### src/rtl/msc_pkg.sv
package msc_pkg;
  typedef enum logic [1:0] {
    MODE_SW     = 2'd0,
    MODE_WIDTH  = 2'd1,
    MODE_PERIOD = 2'd2,
    MODE_OFF    = 2'd3
  } msc_mode_e;

  typedef enum logic [1:0] {
    PER_ARM  = 2'd0,
    PER_RUN  = 2'd1,
    PER_DONE = 2'd2
  } msc_per_e;
endpackage

### src/rtl/msc_gate.sv
module msc_gate
  import msc_pkg::*;
(
  input  logic       clk_i,
  input  logic       rst_ni,
  input  logic [1:0] mode_i,
  input  logic       pin_i,
  input  logic       sw_start_i,
  input  logic       sw_stop_i,
  input  logic       sw_clear_i,
  output logic       run_o
);
  logic     pin_q;
  logic     sw_run_q;
  msc_per_e per_q;
  logic     pin_rise;

  assign pin_rise = pin_i & ~pin_q;

  always_ff @(posedge clk_i or negedge rst_ni) begin
    if (!rst_ni) pin_q <= 1'b0;
    else         pin_q <= pin_i;
  end

  // strobes only act in software mode
  always_ff @(posedge clk_i or negedge rst_ni) begin
    if (!rst_ni) begin
      sw_run_q <= 1'b0;
    end else if (mode_i == MODE_SW) begin
      if (sw_stop_i)       sw_run_q <= 1'b0;
      else if (sw_start_i) sw_run_q <= 1'b1;
    end
  end

  always_ff @(posedge clk_i or negedge rst_ni) begin
    if (!rst_ni) begin
      per_q <= PER_ARM;
    end else if (mode_i != MODE_PERIOD || sw_clear_i) begin
      per_q <= PER_ARM;
    end else begin
      unique case (per_q)
        PER_ARM: if (pin_rise) per_q <= PER_RUN;
        PER_RUN: if (pin_rise) per_q <= PER_DONE;
        default: per_q <= PER_DONE;
      endcase
    end
  end

  always_comb begin
    unique case (mode_i)
      MODE_SW:     run_o = sw_run_q;
      MODE_WIDTH:  run_o = pin_i;
      MODE_PERIOD: run_o = (per_q == PER_RUN);
      default:     run_o = 1'b0;
    endcase
  end
endmodule

### src/rtl/msc_bcd_chain.sv
module msc_bcd_chain #(
  parameter int NUM_DIGITS = 3,
  parameter int TENTH_IDX  = 1
) (
  input  logic                    clk_i,
  input  logic                    rst_ni,
  input  logic                    adv_i,
  input  logic                    clear_i,
  output logic [4*NUM_DIGITS-1:0] count_o,
  output logic                    tenth_wrap_o,
  output logic                    full_wrap_o
);
  localparam int DIG_W = 4;

  logic [NUM_DIGITS:0] carry;
  assign carry[0] = adv_i;

  for (genvar g = 0; g < NUM_DIGITS; g++) begin : g_dig
    logic [DIG_W-1:0] d_q;
    logic             at9;

    assign at9        = (d_q == DIG_W'(9));
    assign carry[g+1] = carry[g] & at9;

    always_ff @(posedge clk_i or negedge rst_ni) begin
      if (!rst_ni)       d_q <= '0;
      else if (clear_i)  d_q <= '0;
      else if (carry[g]) d_q <= at9 ? '0 : d_q + DIG_W'(1);
    end

    assign count_o[DIG_W*g +: DIG_W] = d_q;
  end

  assign tenth_wrap_o = carry[TENTH_IDX+1];
  assign full_wrap_o  = carry[NUM_DIGITS];
endmodule

### src/rtl/msc_irq.sv
module msc_irq (
  input  logic clk_i,
  input  logic rst_ni,
  input  logic tenth_wrap_i,
  input  logic full_wrap_i,
  input  logic sel_i,
  output logic irq_o
);
  always_ff @(posedge clk_i or negedge rst_ni) begin
    if (!rst_ni) irq_o <= 1'b0;
    else         irq_o <= sel_i ? full_wrap_i : tenth_wrap_i;
  end
endmodule

### src/rtl/msc_bcd_timer.sv
module msc_bcd_timer #(
  parameter int NUM_DIGITS = 3
) (
  input  logic                    clk_i,
  input  logic                    rst_ni,
  input  logic                    tick_i,
  input  logic                    pin_i,
  input  logic                    sw_start_i,
  input  logic                    sw_stop_i,
  input  logic                    sw_clear_i,
  input  logic [1:0]              mode_i,
  input  logic                    irq_sel_i,
  output logic [4*NUM_DIGITS-1:0] count_o,
  output logic                    irq_o
);
  localparam int TENTH_IDX = 1; // 1 ms per count: digits 0..1 span 100 ms

  logic run;
  logic adv;
  logic tenth_wrap;
  logic full_wrap;

  msc_gate u_gate (
    .clk_i      (clk_i),
    .rst_ni     (rst_ni),
    .mode_i     (mode_i),
    .pin_i      (pin_i),
    .sw_start_i (sw_start_i),
    .sw_stop_i  (sw_stop_i),
    .sw_clear_i (sw_clear_i),
    .run_o      (run)
  );

  // clear beats counting
  assign adv = tick_i & run & ~sw_clear_i;

  msc_bcd_chain #(
    .NUM_DIGITS (NUM_DIGITS),
    .TENTH_IDX  (TENTH_IDX)
  ) u_chain (
    .clk_i        (clk_i),
    .rst_ni       (rst_ni),
    .adv_i        (adv),
    .clear_i      (sw_clear_i),
    .count_o      (count_o),
    .tenth_wrap_o (tenth_wrap),
    .full_wrap_o  (full_wrap)
  );

  msc_irq u_irq (
    .clk_i        (clk_i),
    .rst_ni       (rst_ni),
    .tenth_wrap_i (tenth_wrap),
    .full_wrap_i  (full_wrap),
    .sel_i        (irq_sel_i),
    .irq_o        (irq_o)
  );
endmodule

### config.mk
export PLATFORM = sky130hd
export DESIGN_NAME = msc_bcd_timer
export DESIGN_NICKNAME = d
export VERILOG_FILES = /design/src/rtl/msc_pkg.sv /design/src/rtl/msc_gate.sv /design/src/rtl/msc_bcd_chain.sv /design/src/rtl/msc_irq.sv /design/src/rtl/msc_bcd_timer.sv
export SDC_FILE = /design/constraint.sdc
export NUM_CORES = 1
export LEC_CHECK = 0
export BUFFER_PORTS_ARGS = -buffer_cell sky130_fd_sc_hd__buf_4
export CORE_ASPECT_RATIO = 1.75
export CORE_MARGIN = 2
export CORE_UTILIZATION = 36
export DETAILED_ROUTE_END_ITERATION = 8
export GPL_ROUTABILITY_DRIVEN = 0
export RECOVER_POWER = 100
export SYNTH_ARGS = -nofsm -noshare
export SYNTH_HDL_FRONTEND = slang
export SYNTH_SLANG_ARGS = --single-unit
### constraint.sdc
create_clock -name clk_i -period 1.75 [get_ports clk_i]
set_input_delay 0.175 -clock clk_i [delete_from_list [all_inputs] [get_ports clk_i]]
set_output_delay 0.175 -clock clk_i [all_outputs]
set_load 0.02 [all_outputs]
==> results of run 1 <==
cell type report:
class | count | area [µm²]
clock buffers | 4 | 45.0
fillers | 280 | 1450
inverters | 4 | 15.0
multi-input cells | 80 | 562
flip-flops and latches | 17 | 425
well taps | 27 | 33.8
repair buffers | 29 | 164
metal layers:
layer  share of wire, %  track usage [%]
met5                  0                0
met4                2.6             7.41
met3                4.2             2.91
met2                 49             27.6
met1                 44             19.6
power groups by stage:
stage	combinational, µW	clock, µW	sequential, µW
3_3_place_gp	104	0	412
4_1_cts	108	302	405
6_report	104	295	405
3_5_place_dp	106	0	412
5_1_grt	115	321	406
2_1_floorplan	50.0	0	416
per-stage QoR:
step | util, % | worst slack [ps] | hold WS, ps | instance area, µm²
floorplan | - | 75.0 | -121 | 1020
global placement | 46.2 | 152 | 55.9 | 1240
detailed placement | 46.2 | 141 | 56.4 | 1240
CTS | 48.2 | 113 | 65.9 | 1300
global route | 46.3 | 8.40 | 93.9 | 1240
finish | 46.3 | 112 | 86.8 | 1240
repair_timing:
item                       CTS  global route
resized for setup            0             1
hold buffers                 1             0
setup endpoints to repair    0             1
hold endpoints to repair    17             0
cell families (layout without fill, tap and decap cells):
kind of cell / count (synthesis) / after routing / share of synthesized area, %
AO/OA/AOI/OAI: 27 / 27 / 15.8
AND/OR/NAND/NOR: 44 / 44 / 28.4
multiplexers: 2 / 2 / 2.20
adder cells (fa/ha/maj): 6 / 6 / 7.34
flip-flops: 17 / 17 / 41.6
buffers and inverters: 8 / 37 / 3.79
XOR/XNOR: 1 / 1 / 0.857
how the worst min path moves through the flow:
stage / slack [ps] / cells after the start / to
after CTS: 70 / 1 / u_gate.pin_q$_DFF_PN0_
after floorplan: -120 / 0 / u_chain.g_dig[0].d_q[0]$_DFFE_PN0P_
after global routing: 90 / 2 / u_gate.sw_run_q$_DFFE_PN0P_
after global placement: 60 / 1 / u_chain.g_dig[2].d_q[2]$_DFFE_PN0P_
final: 90 / 2 / u_gate.sw_run_q$_DFFE_PN0P_
after detailed placement: 60 / 1 / u_chain.g_dig[2].d_q[2]$_DFFE_PN0P_
flip-flops by register name, indices dropped and copies added (netlist names):
signal / cells
u_gate.sw_run_q: 1
u_gate.pin_q: 1
u_gate.per_q: 2
u_chain.g_dig.d_q: 12
u_irq.irq_o: 1
cells in the final DEF (no fill, tap or decap), drive strengths merged:
cell type    instances
or3                  1
o41ai                1
ha                   6
buf                 13
nand2                1
or4                  6
and2b                1
o21ai                4
and2                 1
mux2                 2
nand3                4
or3b                 1
a21o                 1
a21oi               14
a21bo                1
nor3                 5
nand4b               1
a21boi               1
inv                  4
and3b                4
dfrtp               17
dlygate4sd3          1
nor2                 5
clkbuf              19
o31ai                5
xnor2                1
nand2b               1
nor3b                1
nor2b                7
nand4                5
==> results.md, run 1 <==
- Status: complete, no violations
- Critical path cell sequence: inv_1 > ha_1 > nand4b_1 > a21o_1 > or4_1 > a21oi_2
- Sw Ratio: approximately a quarter
- ANT nets after route: 0
- HPWL Detailed: 1.77 mm
- Leading area contributor after synthesis: dfrtp_1
- Commonest cells in the netlist: dfrtp_1, a21oi_1, nor2b_1
- Synth-to-Final Area Change: 21.8%
- Levels on crit path: 6
- DP Cell Count: 156
- Final net count: about 150
- Core outline area: 0.00269 mm²
- Port bufs: 22
- H-Tree Depth: 1
- Largest net degree at the start of global routing: 18
- CTS max path bufs: 2
- Tcrit/Tclk final: 93.6%
- Yosys warns: 0
- Avg Cell Area, Syn: 9.74 µm²
- First-pass GRT wire length: 4.00 mm
- Most numerous cell in the Yosys netlist: dfrtp_1
- Syn Nets: 121
- Top cell family by delay on the critical path: simple AND/OR/NAND/NOR gates
- Clock Skew: 1.13 ps
- Max incr delay on CP: 500 ps
- Inserted Clock Buffers: 3
- Setup TNS: 0 ps
- FFs w/ async S/R, synth: 100%
- Vias: 912
- Average wire per standard cell: roughly 15 µm
- Max_cap viols: 0
- Slew @ Worst Pin: 973 ps
- Number of global-route vias before repair: 883
- Vias per cell: between 5 and 6
- Distinct cells, synth: 33
- Setup violators final: 0
- Num ports: 23
- Die Ht: 74.5 µm
- Min-delay src: sw_stop_i
- Sequential-to-total area share from yosys stat: a little over two fifths
- Top FF cell, synth: dfrtp_1
- Net Switching: 198 µW
- Setup slack on the worst flop-to-flop path: 110 ps
- Post-Synthesis Cell Area: 0.00102 mm²
- Area share of the largest cell type after synthesis: 41.6%
- Postcts setup bufs: 0
- F_max: roughly 0.61 GHz
- Drt total wl: 2.36 mm
- Sequential power share: 50.4%
- R2R cell count: 6
- P_int: 605 µW
- Clk_lat worst skew: around 250 ps
- Area contributors post-synth: dfrtp_1, ha_1, a21oi_1
- Share of post-route cells with drive strength above 1: approximately 17%
- Drt first pass iters: 4
- Starting Density: 38.0%
- Max-slew headroom: 35.1%
- Pwr/cell area: 645 mW/mm²
- Die span in x: around 44 µm
- Fin. Hold Viols: 0
- Worst Path Max Fanout: 7
- Worst-path clk slew: 70 ps
- Die area: 0.00330 mm²
- N_diodes: 0
- WS Path Type: flop to flop
- Max-slew violations: 0
- GRT Util Overall: 16.3%
- Setup crit start: u_chain.g_dig[0].d_q[1]$_DFFE_PN0P_
- Hold Crit Class: input port to flop
- Critical Path RT: about 1900 ps
- Clock Sinks: 17
- Logic pwr share: 12.9%
- CP Launch Type: flop
- Initial DRC Count: 12
- CP endpoint kind: flop
- CP arrival: between 1500 and 2000 ps
- CTS Root Cell: clkbuf_8
- R2R Path End: u_chain.g_dig[1].d_q[3]$_DFFE_PN0P_
- RSZ-0062 raised after global routing: false
- Std-Cell Rows: 25
- Post-synth EDFFs: 0
- Synthesized instance count: 105
- Leakage power: 0.000526 µW
- Power Total: 803 µW
- Final min period: about 1600 ps
- GRT Residual Overflow: 0
- Peak VDD IR: 418 µV
- DRC: 0
- Slowest stage cell, crit path: or4_1
- Worst reg2reg startpoint: u_chain.g_dig[0].d_q[1]$_DFFE_PN0P_
- Initial antenna violation count: 0
- Crit path buf inv count: 1
- Worst setup path endpoint: u_chain.g_dig[1].d_q[3]$_DFFE_PN0P_
- Non-filler instance count after layout: approximately 160
- FF+latch count, synth: 17
- Clock network power share: 36.7%
- CTS tree: yes
Note: power is estimated with default switching activity, not from simulation.
==> run 2, diff against run 1 <==
Clock period 1.75 ns to 1.6 ns, I/O delays scaled along.
==> run 2 against run 1 <==
Net effect:
- the flow now finishes with violations (setup timing)
- maximum frequency increased by 0.88%
- clock skew is 1.6 ps higher
- die area is the same
- final cell count rose by 5.6%
- power increased by 12%
- clock-buffer cell count stayed put
- critical path depth is the same
- wire length grew 13%
- register-to-register slack lost 140 ps
- first-iteration DRC count up 130%
- worst setup slack worse by 140 ps
- highest routed layer unchanged
==> results.md, run 2 (synthesis gave the netlist of run 1 again) <==
- Met1 Usage GRT: 19.1% (-0.48 points)
- Die span in x: 44.3 µm (unchanged)
- Leakage power: 0.000610 µW (+16%)
- DP Area: 0.00132 mm² (+6.2%)
- H-Tree Depth: 1 (unchanged)
- CTS max path bufs: 2 (unchanged)
- Vias per cell: 5.83 (+2.9%)
- Worst setup margin: -24.1 ps (-136 ps)
- Max_cap viols: 0 (unchanged)
- Final net count: 160 (+6.0%)
- Initial DRC Count: 28 (+16)
- Hold Crit Class: input port to flop
- Port bufs: 22 (unchanged)
- Status: complete, but fails checks
- F_max: 0.616 GHz (+0.88%)
- N_diodes: 0 (unchanged)
- Met2 Use GR: 31.5% (+3.9 points)
- Setup TNS: -25.5 ps (-25.5 ps)
- Max-slew headroom: 35.7% (+0.59 points)
- HPWL Detailed: 1.88 mm (+5.8%)
- Setup violators final: 2 (+2)
- Worst Path Max Fanout: 7 (unchanged)
- ANT nets after route: 0 (unchanged)
- Inserted Clock Buffers: 3 (unchanged)
- Number of global-route vias before repair: 989 (+12%)
- CTS Root Cell: clkbuf_8
- Final min period: 1620 ps (-14.3 ps)
- Clock Skew: 2.75 ps (+1.62 ps)
- Max-slew violations: 0 (unchanged)
- # fillers: 259 (-7.5%)
- Clk_lat worst skew: 250 ps (about the same)
- Tcrit/Tclk final: 102% (+7.9 points)
- Num ports: 23 (unchanged)
- First-pass GRT wire length: 4.28 mm (+6.9%)
- Clock Sinks: 17 (unchanged)
- Fin Hold WS: 50.8 ps (-36.0 ps)
- Failing checks: setup timing
- Die area: 0.00330 mm² (unchanged)
- Busiest grt layer: met2
- Critical Path RT: 1770 ps (-160 ps)
- Worst-path clk slew: 70 ps (about the same)
- Peak VDD IR: 498 µV (+19%)
- Starting Density: 38.0% (unchanged)
- Drt total wl: 2.67 mm (+13%)
- Share of post-route cells with drive strength above 1: 41.3% (+24 points)
- Most frequent cells in the layout: buf_4, dfrtp_1, a21oi_1, clkbuf_1, nor2b_1
- CP Launch Type: flop
- Core outline area: 0.00269 mm² (unchanged)
- CP endpoint kind: flop
- WS Path Type: flop to flop
- Initial antenna violation count: 0 (unchanged)
- Drt first pass iters: 4 (unchanged)
- M3 GR Usage: 2.18% (-0.73 points)
- Reg with most FFs: u_chain.g_dig.d_q
- Die Ht: 74.5 µm (unchanged)
- Biggest regs: u_chain.g_dig.d_q x12, u_gate.per_q x2
- Fin. Hold Viols: 0 (unchanged)
- Synth-to-Final Area Change: 38.4%
- GRT Residual Overflow: 0 (unchanged)
- DRC: 0 (unchanged)
- Slew @ Worst Pin: 964 ps (-8.89 ps)
- CP arrival: 1790 ps (-30 ps)
- GRT Util Overall: 17.6% (+1.4 points)
- Vias: 991 (+8.7%)
- Pwr/cell area: 639 mW/mm² (-1.0%)
- Std-Cell Rows: 25 (unchanged)
- Design area: 0.00142 mm² (+14%)
- Commonest non-fill, non-tap cell in the layout: buf_4
- CTS tree: yes
- Average wire per standard cell: 15.7 µm (+7.2%)
- Largest register FFs: 12 (unchanged)
- R2R cell count: 6 (unchanged)
- Largest net degree at the start of global routing: 18 (unchanged)
- RSZ-0062 raised after global routing: true
- Hold path depth: 1 (-1)
## run 2: layout make-up
cell class | instances | area [µm²] | area share, %
Multi-Input combinational cell | 80 | 626 | 44.2
Sequential cell | 17 | 430 | 30.4
Timing Repair Buffer | 38 | 265 | 18.7
Clock buffer | 4 | 45.0 | 3.18
Tap cell | 27 | 33.8 | 2.39
Inverter | 4 | 15.0 | 1.06
## run 2: report_power, final
group	leakage (µW)	internal, µW	switching (µW)	total (µW)
Combinational	0.000362	61.8	72.6	134
Sequential	0.000226	438	5.79	444
Clock	0.0000228	177	148	325
## run 2: per-layer routing
metal / wire, µm / vias to the layer above
met5: 0 / -
met1: 999 / 479
met3: 116 / 10
li1: - / 462
met4: 99 / 0
met2: 1460 / 40
## run 2: metrics by stage
step	utilization (%)	std cells	setup slack (ps)	total power [µW]
after floorplan	-	105	14.4	514
after global placement	49.1	163	21.9	572
after detailed placement	49.1	163	-10.3	574
after CTS	51.5	168	0.120	901
after global routing	52.6	170	-93.4	946
final	52.6	170	-24.1	904
## run 2: worst paths after layout
check | from | endpoint | slack, ps
max in group asynchronous | rst_ni | u_chain.g_dig[1].d_q[1]$_DFFE_PN0P_ | 370
worst max-delay path | u_chain.g_dig[0].d_q[1]$_DFFE_PN0P_ | u_chain.g_dig[1].d_q[0]$_DFFE_PN0P_ | -20
worst max register to register | u_chain.g_dig[0].d_q[1]$_DFFE_PN0P_ | u_chain.g_dig[1].d_q[0]$_DFFE_PN0P_ | -20
min in group asynchronous | rst_ni | u_chain.g_dig[2].d_q[1]$_DFFE_PN0P_ | 580
worst min register to register | u_gate.per_q[1]$_DFFE_PN0P_ | u_gate.per_q[0]$_DFFE_PN0P_ | 470
worst min-delay path | pin_i | u_gate.pin_q$_DFF_PN0_ | 50
## run 2: worst max-delay path, stage by stage (launching register included)
cell and delay, ps:
dfrtp_2 410, inv_2 60, ha_4 120, nand4b_1 100, a21o_1 260, or4_4 430
a21oi_2 160
## run 2: timing repair
action                                 in CTS  in global routing
gates resized for setup                     3                 11
endpoints found under the hold margin      17                  0
buffers inserted                            0                  2
setup endpoints to repair                   2                  9
hold buffers                                1                  0
pin swaps                                   1                  2
